[src/rtl/irqc_pkg.sv]
package irqc_pkg;

  localparam int unsigned STAT_OFS = 0;
  localparam int unsigned EN_OFS   = 4;

  typedef enum logic [1:0] {
    SEL_NONE = 2'd0,
    SEL_STAT = 2'd1,
    SEL_EN   = 2'd2
  } reg_sel_e;

  function automatic reg_sel_e decode_sel(input logic [31:0] ofs);
    if (ofs == 32'(STAT_OFS))
      return SEL_STAT;
    else if (ofs == 32'(EN_OFS))
      return SEL_EN;
    else
      return SEL_NONE;
  endfunction

endpackage

[src/rtl/irqc_edge.sv]
// Per-line synchronizer followed by a rising-edge detector.
module irqc_edge #(
  parameter int unsigned N_LINES = 4,
  parameter int unsigned STAGES  = 2
) (
  input  logic               clk,
  input  logic               rst,
  input  logic [N_LINES-1:0] lines_in,
  output logic [N_LINES-1:0] rise_o
);

  localparam int unsigned LAST = STAGES - 1;

  for (genvar g = 0; g < N_LINES; g++) begin : g_line
    logic [STAGES-1:0] sync_q;
    logic              dly_q;

    always_ff @(posedge clk) begin
      if (rst) begin
        sync_q <= '0;
        dly_q  <= 1'b0;
      end else begin
        if (STAGES > 1)
          sync_q <= {sync_q[STAGES-2:0], lines_in[g]};
        else
          sync_q <= lines_in[g];
        dly_q <= sync_q[LAST];
      end
    end

    assign rise_o[g] = sync_q[LAST] & ~dly_q;
  end

endmodule

[src/rtl/irqc_status.sv]
// Status fields: sticky local fields and live child mirrors.
module irqc_status #(
  parameter int unsigned N_LOCAL = 4,
  parameter int unsigned N_CHILD = 2,
  localparam int unsigned NS     = N_LOCAL + N_CHILD
) (
  input  logic               clk,
  input  logic               rst,
  input  logic [N_LOCAL-1:0] rise_i,
  input  logic [N_CHILD-1:0] child_i,
  input  logic               clr_we_i,
  input  logic [N_LOCAL-1:0] clr_mask_i,
  output logic [NS-1:0]      stat_o
);

  logic [N_LOCAL-1:0] loc_q;
  logic [N_LOCAL-1:0] clr_eff;

  assign clr_eff = clr_we_i ? clr_mask_i : '0;

  // A new edge overrides a same-cycle clear.
  always_ff @(posedge clk) begin
    if (rst)
      loc_q <= '0;
    else
      loc_q <= (loc_q & ~clr_eff) | rise_i;
  end

  if (N_CHILD > 0) begin : g_child
    assign stat_o = {child_i, loc_q};
  end else begin : g_nochild
    assign stat_o = loc_q;
  end

endmodule

[src/rtl/irqc_regs.sv]
// Bus decode, enable register and registered read path.
module irqc_regs
  import irqc_pkg::*;
#(
  parameter int unsigned N_LOCAL = 4,
  parameter int unsigned N_CHILD = 2,
  parameter int unsigned DATA_W  = 32,
  parameter int unsigned ADDR_W  = 4,
  localparam int unsigned NS     = N_LOCAL + N_CHILD
) (
  input  logic               clk,
  input  logic               rst,
  input  logic               wr_i,
  input  logic               rd_i,
  input  logic [ADDR_W-1:0]  addr_i,
  input  logic [DATA_W-1:0]  wdata_i,
  input  logic [NS-1:0]      stat_i,
  output logic [NS-1:0]      en_o,
  output logic [DATA_W-1:0]  rdata_o,
  output logic               clr_we_o,
  output logic [N_LOCAL-1:0] clr_mask_o
);

  reg_sel_e          sel;
  logic [NS-1:0]     en_q;
  logic [DATA_W-1:0] rdata_q;
  logic [DATA_W-1:0] rd_mux;

  assign sel        = decode_sel(32'(addr_i));
  assign clr_we_o   = wr_i && (sel == SEL_STAT);
  assign clr_mask_o = wdata_i[N_LOCAL-1:0];

  always_ff @(posedge clk) begin
    if (rst)
      en_q <= '0;
    else if (wr_i && sel == SEL_EN)
      en_q <= wdata_i[NS-1:0];
  end

  always_comb begin
    rd_mux = '0;
    case (sel)
      SEL_STAT: rd_mux[NS-1:0] = stat_i;
      SEL_EN:   rd_mux[NS-1:0] = en_q;
      default:  rd_mux = '0;
    endcase
  end

  always_ff @(posedge clk) begin
    if (rst)
      rdata_q <= '0;
    else if (rd_i)
      rdata_q <= rd_mux;
  end

  assign en_o    = en_q;
  assign rdata_o = rdata_q;

endmodule

[src/rtl/irqc_node.sv]
module irqc_node #(
  parameter int unsigned N_LOCAL = 4,
  parameter int unsigned N_CHILD = 2,
  parameter int unsigned DATA_W  = 32,
  parameter int unsigned ADDR_W  = 4,
  parameter int unsigned STAGES  = 2,
  parameter int unsigned LINE_ID = 0
) (
  input  logic               clk,
  input  logic               rst,
  input  logic               bus_wr,
  input  logic               bus_rd,
  input  logic [ADDR_W-1:0]  bus_addr,
  input  logic [DATA_W-1:0]  bus_wdata,
  output logic [DATA_W-1:0]  bus_rdata,
  input  logic [N_LOCAL-1:0] src_evt,
  input  logic [N_CHILD-1:0] child_irq,
  output logic               irq_out,
  output logic [7:0]         irq_line
);

  localparam int unsigned NS = N_LOCAL + N_CHILD;

  logic [N_LOCAL-1:0] rise_w;
  logic [NS-1:0]      stat_w;
  logic [NS-1:0]      en_w;
  logic               clr_we_w;
  logic [N_LOCAL-1:0] clr_mask_w;
  logic               irq_q;

  irqc_edge #(.N_LINES(N_LOCAL), .STAGES(STAGES)) edge_i (
    .clk(clk), .rst(rst), .lines_in(src_evt), .rise_o(rise_w)
  );

  irqc_status #(.N_LOCAL(N_LOCAL), .N_CHILD(N_CHILD)) stat_i (
    .clk(clk), .rst(rst), .rise_i(rise_w), .child_i(child_irq),
    .clr_we_i(clr_we_w), .clr_mask_i(clr_mask_w), .stat_o(stat_w)
  );

  irqc_regs #(.N_LOCAL(N_LOCAL), .N_CHILD(N_CHILD), .DATA_W(DATA_W), .ADDR_W(ADDR_W)) regs_i (
    .clk(clk), .rst(rst), .wr_i(bus_wr), .rd_i(bus_rd), .addr_i(bus_addr),
    .wdata_i(bus_wdata), .stat_i(stat_w), .en_o(en_w), .rdata_o(bus_rdata),
    .clr_we_o(clr_we_w), .clr_mask_o(clr_mask_w)
  );

  always_ff @(posedge clk) begin
    if (rst)
      irq_q <= 1'b0;
    else
      irq_q <= |(stat_w & en_w);
  end

  assign irq_out  = irq_q;
  assign irq_line = 8'(LINE_ID);

endmodule

[config.mk]
export PLATFORM = sky130hd
export DESIGN_NAME = irqc_node
export DESIGN_NICKNAME = d
export VERILOG_FILES = /design/src/rtl/irqc_pkg.sv /design/src/rtl/irqc_edge.sv /design/src/rtl/irqc_status.sv /design/src/rtl/irqc_regs.sv /design/src/rtl/irqc_node.sv
export SDC_FILE = /design/constraint.sdc
export NUM_CORES = 1
export LEC_CHECK = 0
export ABC_AREA = 1
export BUFFER_PORTS_ARGS = -buffer_cell sky130_fd_sc_hd__buf_2
export CORE_ASPECT_RATIO = 0.7
export CORE_UTILIZATION = 46
export DETAILED_ROUTE_END_ITERATION = 6
export GPL_TIMING_DRIVEN = 0
export PLACE_DENSITY = 0.93
export SYNTH_ARGS = -nofsm -noshare
export SYNTH_HDL_FRONTEND = slang
export SYNTH_SLANG_ARGS = --single-unit
[constraint.sdc]
create_clock -name clk -period 2.42 [get_ports clk]
set_clock_uncertainty 0.1 [all_clocks]
set_input_delay 0 -clock clk [delete_from_list [all_inputs] [get_ports clk]]
set_output_delay 0 -clock clk [all_outputs]
set_load 0.02 [all_outputs]
==> results of run 1 <==
==> worst min path at each step <==
| stage | from | end | slack [ps] | cells past startpoint |
|---|---|---|---|---|
| 6_report | bus_wr | stat_i.loc_q[3] | 10 | 6 |
| 3_5_place_dp | src_evt[1] | edge_i.g_line[1].sync_q[0] | 110 | 3 |
| 2_1_floorplan | rst | edge_i.g_line[0].dly_q | -20 | 1 |
| 4_1_cts | bus_wr | stat_i.loc_q[3] | 10 | 6 |
| 5_1_grt | bus_wr | stat_i.loc_q[2] | 40 | 6 |
| 3_3_place_gp | src_evt[3] | edge_i.g_line[3].sync_q[0] | 100 | 3 |
==> report_power, final <==
| part | switching (uW) | leakage (uW) | total, uW | internal, uW |
|---|---|---|---|---|
| registers | 9.54 | 0.000238 | 507 | 497 |
| clock network | 187 | 0.0000574 | 521 | 334 |
| logic | 117 | 0.000860 | 203 | 86.5 |
==> metrics by stage <==
step	instance area (sq um)	power (uW)
finish	2030	1230
global route	2030	1280
CTS	2030	1230
detailed placement	1750	694
global placement	1750	690
floorplan	1580	657
==> synthesized netlist by cell type (all sizes together) <==
| library cell | n | area (sq um) |
|---|---|---|
| buf | 37 | 277 |
| clkbuf | 2 | 7.51 |
| conb | 1 | 3.75 |
| dfxtp | 29 | 581 |
| inv | 35 | 131 |
| nand2 | 44 | 165 |
| nand3 | 19 | 100 |
| nor2 | 45 | 184 |
| nor3 | 1 | 5.00 |
==> sequential cells by signal, indices dropped and copies added, names as in the netlist <==
register and count:
stat_i.loc_q 4, regs_i.en_o 6, irq_out 1, edge_i.g_line.sync_q 8, regs_i.rdata_o 6, edge_i.g_line.dly_q 4
==> cell type report <==
type	count	share of cell area, %
Clock buffer	6	4.06
Sequential cell	29	28.6
Multi-Input combinational cell	143	28.6
Timing Repair Buffer	42	14.3
Clock inverter	2	1.85
Buffer	39	14.0
Tap cell	36	2.22
Inverter	35	6.46
==> per-layer routing <==
metal  up-vias  global-route usage [%]
li1        718                       -
met1       580                    21.7
met2        67                    35.4
met3        11                    6.40
met4         0                    10.5
met5         -                       0
==> worst max-delay path, stage by stage <==
cell and delay (ps):
sky130_fd_sc_hd__dlygate4sd3_1 540, sky130_fd_sc_hd__buf_2 140, sky130_fd_sc_hd__nand2_1 80, sky130_fd_sc_hd__nand2_1 60, sky130_fd_sc_hd__dlygate4sd3_1 550, sky130_fd_sc_hd__nor3_1 180
sky130_fd_sc_hd__nor2_1 60
==> cells by family after synthesis <==
family / Yosys count / share of synthesized area, %
flip-flops: 29 / 39.9
other: 1 / 0.258
AND/OR/NAND/NOR: 109 / 31.2
buffers and inverters: 74 / 28.6
==> impl_summary.log, run 1 <==
INFO  metric worst_r2r_path_depth = 5
INFO  metric capturing_element_of_the_worst_setup_path = irq_out
INFO  metric crit_required = 2480 ps
INFO  metric r2r-start = regs_i.en_o[5]
INFO  metric synth-seq-cells = 29
INFO  metric multi_input_area = 582 sq um
INFO  metric post_synth_inst_count = 213
INFO  metric cts_made_buffers = 5
INFO  metric met3RoutedLength = 258 um
INFO  metric vdd_drop_max = 0.000475 V
INFO  metric preCtsSetupSlack = 1310 ps
INFO  metric synth_sequential_area_ratio = 39.9%
INFO  metric ctsResizeCount = 0
INFO  metric period_share = 63.8%
INFO  metric most-common-layout-cells = 44 x sky130_fd_sc_hd__nand2_1, 41 x sky130_fd_sc_hd__nor2_1, 34 x sky130_fd_sc_hd__inv_1, 34 x sky130_fd_sc_hd__buf_4, 34 x sky130_fd_sc_hd__conb_1
INFO  metric n_antenna_cell = 0
INFO  metric rows = 16
INFO  metric grt_pass1_wl = 5210 um
INFO  metric grt-ovfl-total = 0
INFO  metric worst_setup_path_start_kind = input port
INFO  metric timing.final.hold_violations = 0
INFO  metric final_max_slew_viol_count = 0
INFO  metric io_pins = 87
INFO  metric rsz0062_at_grt = false
INFO  metric drt_first_pass_iters = 5
INFO  metric hold_slack = 14.6 ps
INFO  metric syn_area = 1450 sq um
INFO  metric grt_use_total = 20.1%
INFO  metric clk_pin_slew_worst_paths = 60 ps
INFO  metric drc = 0
INFO  metric power.static_leakage = 0.00115 uW
INFO  metric drive_above_1_share = 26.0%
INFO  metric most_common_cell_after_layout_fill_and_taps_aside = sky130_fd_sc_hd__nand2_1
INFO  metric setup_slack = 876 ps
INFO  metric die_height = 49.0 um
INFO  metric cts_tree = yes
INFO  metric cts.path.max_buffers = 2
INFO  metric met1Wirelength = 1310 um
INFO  metric wl_per_cell = 9.80 um
INFO  metric io_buffer_count = 26
INFO  metric core = 2900 sq um
INFO  metric endpoint_of_the_worst_register_to_register_path = irq_out
INFO  metric power.density = 606 nW/um^2
INFO  metric dp_cells = 308
INFO  metric worstHoldPathType = input port to flip-flop
INFO  metric cts.hold.buffers_added = 16
INFO  metric final-seq-area = 581 sq um
INFO  metric detailedRoute.firstIterationViolations = 52
INFO  metric vias = 1,376
INFO  metric postRouteWirelength = 3250 um
INFO  metric outcome = finished, final reports clean
INFO  metric post-dp-hpwl = 2110 um
INFO  metric cts.sink_count = 29
INFO  metric worst_path_maximum_fanout = 2
INFO  metric met2WireLength = 1600 um
INFO  metric htreeDepth = 2
INFO  metric critical_path_arrival = 1600 ps
INFO  metric cts_root_buf = sky130_fd_sc_hd__clkbuf_8
INFO  metric synth.distinct_cells = 15
INFO  metric grt_pass1_vias = 1,221
INFO  metric critical_path.endpoint_type = flip-flop
INFO  metric nNetsFinal = 341
INFO  metric cts_post_setup_buffers_inserted = 0
INFO  metric fin_cells = 332
INFO  metric post-route-min-period = 1540 ps
INFO  metric critical_path.startpoint = child_irq[0]
INFO  metric place_congestion = 0.814
INFO  metric postLayoutCoreUtil = 70.0%
INFO  metric setup_tns = 0 ps
INFO  metric initial_core_util = 50.1%
INFO  metric die-area = 3390 sq um
INFO  metric ant_nets = 0
INFO  metric viasPerCell = 4.14
INFO  metric synth_warnings = 0
INFO  metric num-fill-cells = 239
INFO  metric timing.final.setup_violations = 0
INFO  metric area_growth = 39.8%
INFO  metric insertion_delay = 280 ps
INFO  metric worstSetupPathType = input port to flip-flop
INFO  metric fp.dieW = 69.2 um
INFO  metric routed.top_layer = met4
INFO  metric syn_avg_cell_area = 6.83 sq um
INFO  metric reg2reg_setup_slack = 940 ps
INFO  metric maxClockFrequency = 648 MHz
INFO  metric antenna_found_initial = 0
INFO  metric maxCapViolCount = 0
INFO  metric grt_start_max_net_pins = 11
No activity file was read; power rests on OpenSTA's default activity.
==> run 2: changes to the inputs <==
- CORE_UTILIZATION: 46 -> 39
- PLACE_DENSITY: 0.93 -> 0.85
- clock period: 2.42 -> 1.3 ns (I/O delays scaled with it)
==> run 2 against run 1 <==
  * Final cell count increased by 4.2%
  * Count of clock-buffer cells in the layout increased by 1
  * Power increased by 66%
  * Die area increased by 17%
  * Cell area unchanged
  * Non-clock buffer count increased by 1
  * Register-to-register slack got worse by 910 ps
  * Critical path depth decreased by 2
  * Via count decreased by 2.7%
  * Worst setup slack got worse by 860 ps
  * Hold slack got worse by 1.7 ps
  * Critical path type unchanged
==> impl_summary.log, run 2 (synthesized netlist as in run 1, its figures left out) <==
INFO  metric critical_path.slowest_cell = sky130_fd_sc_hd__dlygate4sd3_1
INFO  metric path_delay_family = buffers and inverters
INFO  metric grt_pass1_wl = 4760 um
INFO  metric area_growth = 39.8%
INFO  metric critical_path_arrival = 1340 ps
INFO  metric rsz0062_at_grt = false
INFO  metric timing.final.hold_violations = 0
INFO  metric ant_nets = 0
INFO  metric htreeDepth = 2
INFO  metric critPathMaxStageDelay = 550 ps
INFO  metric detailedRoute.firstIterationViolations = 70
INFO  metric vias = 1,339
INFO  metric grt_start_max_net_pins = 11
INFO  metric internal_power = 1510 uW
INFO  metric path_buf_inv = 3
INFO  metric cts_made_buffers = 5
INFO  metric post-route-min-period = 1280 ps
INFO  metric wl_per_cell = 8.84 um
INFO  metric vdd_drop_max = 0.000614 V
INFO  metric grt-ovfl-total = 0
INFO  metric power.share.combinational = 18.4%
INFO  metric most-common-layout-cells = 44 x sky130_fd_sc_hd__nand2_1, 40 x sky130_fd_sc_hd__nor2_1, 34 x sky130_fd_sc_hd__inv_1, 34 x sky130_fd_sc_hd__buf_4, 34 x sky130_fd_sc_hd__conb_1
INFO  metric crit_required = 1360 ps
INFO  metric power.static_leakage = 0.00114 uW
INFO  metric place_congestion = 0.806
INFO  metric post-dp-hpwl = 2110 um
INFO  metric power_switching = 540 uW
INFO  metric drc = 0
INFO  metric antenna_found_initial = 0
INFO  metric largest_reg_flops = 8
INFO  metric grt_pass1_vias = 1,213
INFO  metric worst_path_maximum_fanout = 2
INFO  metric setup_tns = 0 ps
INFO  metric cts.path.max_buffers = 2
INFO  metric timing.final.setup_violations = 0
INFO  metric worst_setup_path_start_kind = input port
INFO  metric viasPerCell = 3.87
INFO  metric critical_path.endpoint_type = flip-flop
INFO  metric fin_cells = 346
INFO  metric largest_register = edge_i.g_line.sync_q
INFO  metric die-area = 3980 sq um
INFO  metric rows = 18
INFO  metric n_antenna_cell = 0
INFO  metric core = 3540 sq um
INFO  metric final-seq-area = 584 sq um
INFO  metric clock_power_share = 35.6%
INFO  metric postRouteWirelength = 3060 um
INFO  metric cts.sink_count = 29
INFO  metric drive_above_1_share = 26.7%
INFO  metric die_height = 53.1 um
INFO  metric io_buffer_count = 26
INFO  metric io_pins = 87
INFO  metric share_of_total_power_consumed_by_net_switching = 26.4%
INFO  metric dp_cells = 322
INFO  metric fp.dieW = 75.0 um
INFO  metric insertion_delay = 280 ps
INFO  metric cts_post_setup_buffers_inserted = 0
INFO  metric multi_input_area = 584 sq um
INFO  metric clk_pin_slew_worst_paths = 60 ps
INFO  metric num-fill-cells = 342
INFO  metric maxClockFrequency = 779 MHz
INFO  metric outcome = finished, final reports clean
INFO  metric most_common_cell_after_layout_fill_and_taps_aside = sky130_fd_sc_hd__nand2_1
INFO  metric initial_core_util = 41.1%
INFO  metric seqPwrFrac = 46.0%
INFO  metric final_max_slew_viol_count = 0
INFO  metric maxCapViolCount = 0
INFO  metric drt_first_pass_iters = 4
INFO  metric cp_cell_sequence = dlygate4sd3_1 > buf_2 > nor2_1 > nor2_1 > dlygate4sd3_1
INFO  metric power.density = 1010 nW/um^2
INFO  metric worstHoldPathType = input port to flip-flop
INFO  metric period_share = 98.7%
INFO  metric worstSetupPathType = input port to flip-flop
INFO  metric cts_tree = yes
INFO  metric nNetsFinal = 342
INFO  metric grt_use_total = 16.7%
INFO  metric cts_root_buf = sky130_fd_sc_hd__clkbuf_8
[run 2: cell types whose count changed in the layout (fill, tap and decap cells not counted), sizes merged]
cell	before	now
clkbuf	8	9
clkinvlp	1	0
bufinv	1	0
dlygate4sd3	16	17
[run 2: final cells by class]
cell class,instances,share of cell area (%)
timing repair buffer,43,14.8
multi-input combinational,143,28.7
tap,50,3.08
inverter,35,6.46
clock buffer,7,4.25
buffer,39,14.0
sequential,29,28.7
[run 2: path summary, 6_finish.rpt]
| kind | from | endpoint | slack [ps] | depth (start not counted) |
|---|---|---|---|---|
| worst min register to register | edge_i.g_line[1].sync_q[0] | edge_i.g_line[1].sync_q[1] | 300 | 2 |
| worst min-delay path | bus_wr | regs_i.en_o[5] | 10 | 5 |
| worst max register to register | regs_i.en_o[2] | regs_i.en_o[2] | 30 | 5 |
| worst max-delay path | bus_wdata[2] | regs_i.en_o[2] | 20 | 5 |
[run 2: worst min-delay path, stage by stage]
cell and delay (ps):
sky130_fd_sc_hd__buf_2 110, sky130_fd_sc_hd__nand3_2 100, sky130_fd_sc_hd__nand2_1 60, sky130_fd_sc_hd__nand2_1 50, sky130_fd_sc_hd__nor2_1 40
[run 2: layer usage]
metal / up-vias / track usage (%) / wire length, um
met2: 42 / 31.2 / 1510
met5: - / 0 / 0
met4: 0 / 6.60 / 45
li1: 718 / - / -
met1: 575 / 16.6 / 1300
met3: 4 / 6.48 / 205
[run 2: power groups by stage]
stage | clock network (uW) | logic, uW | registers, uW
after floorplan | 0 | 251 | 972
after global placement | 0 | 325 | 961
after detailed placement | 0 | 330 | 962
after CTS | 753 | 369 | 943
after global routing | 789 | 416 | 947
final | 729 | 377 | 944
[run 2: timing repair]
action                                  4_1_cts  5_1_grt
endpoints found under the hold margin        21        2
endpoints found under the setup margin        0        3
resized for setup                             0        4
hold buffers                                 18        1
[run 2: stage by stage]
stage | utilization [%] | total power (uW) | worst slack, ps | hold slack, ps | area [sq um]
6_report | 57.5 | 2050 | 17.0 | 13.0 | 2030
5_1_grt | 57.5 | 2150 | 3.95 | 28.5 | 2030
4_1_cts | 57.6 | 2070 | 21.4 | 6.62 | 2040
3_5_place_dp | 50.1 | 1290 | 185 | 106 | 1770
3_3_place_gp | 50.1 | 1290 | 218 | 100 | 1770
2_1_floorplan | - | 1220 | 475 | -17.4 | 1580
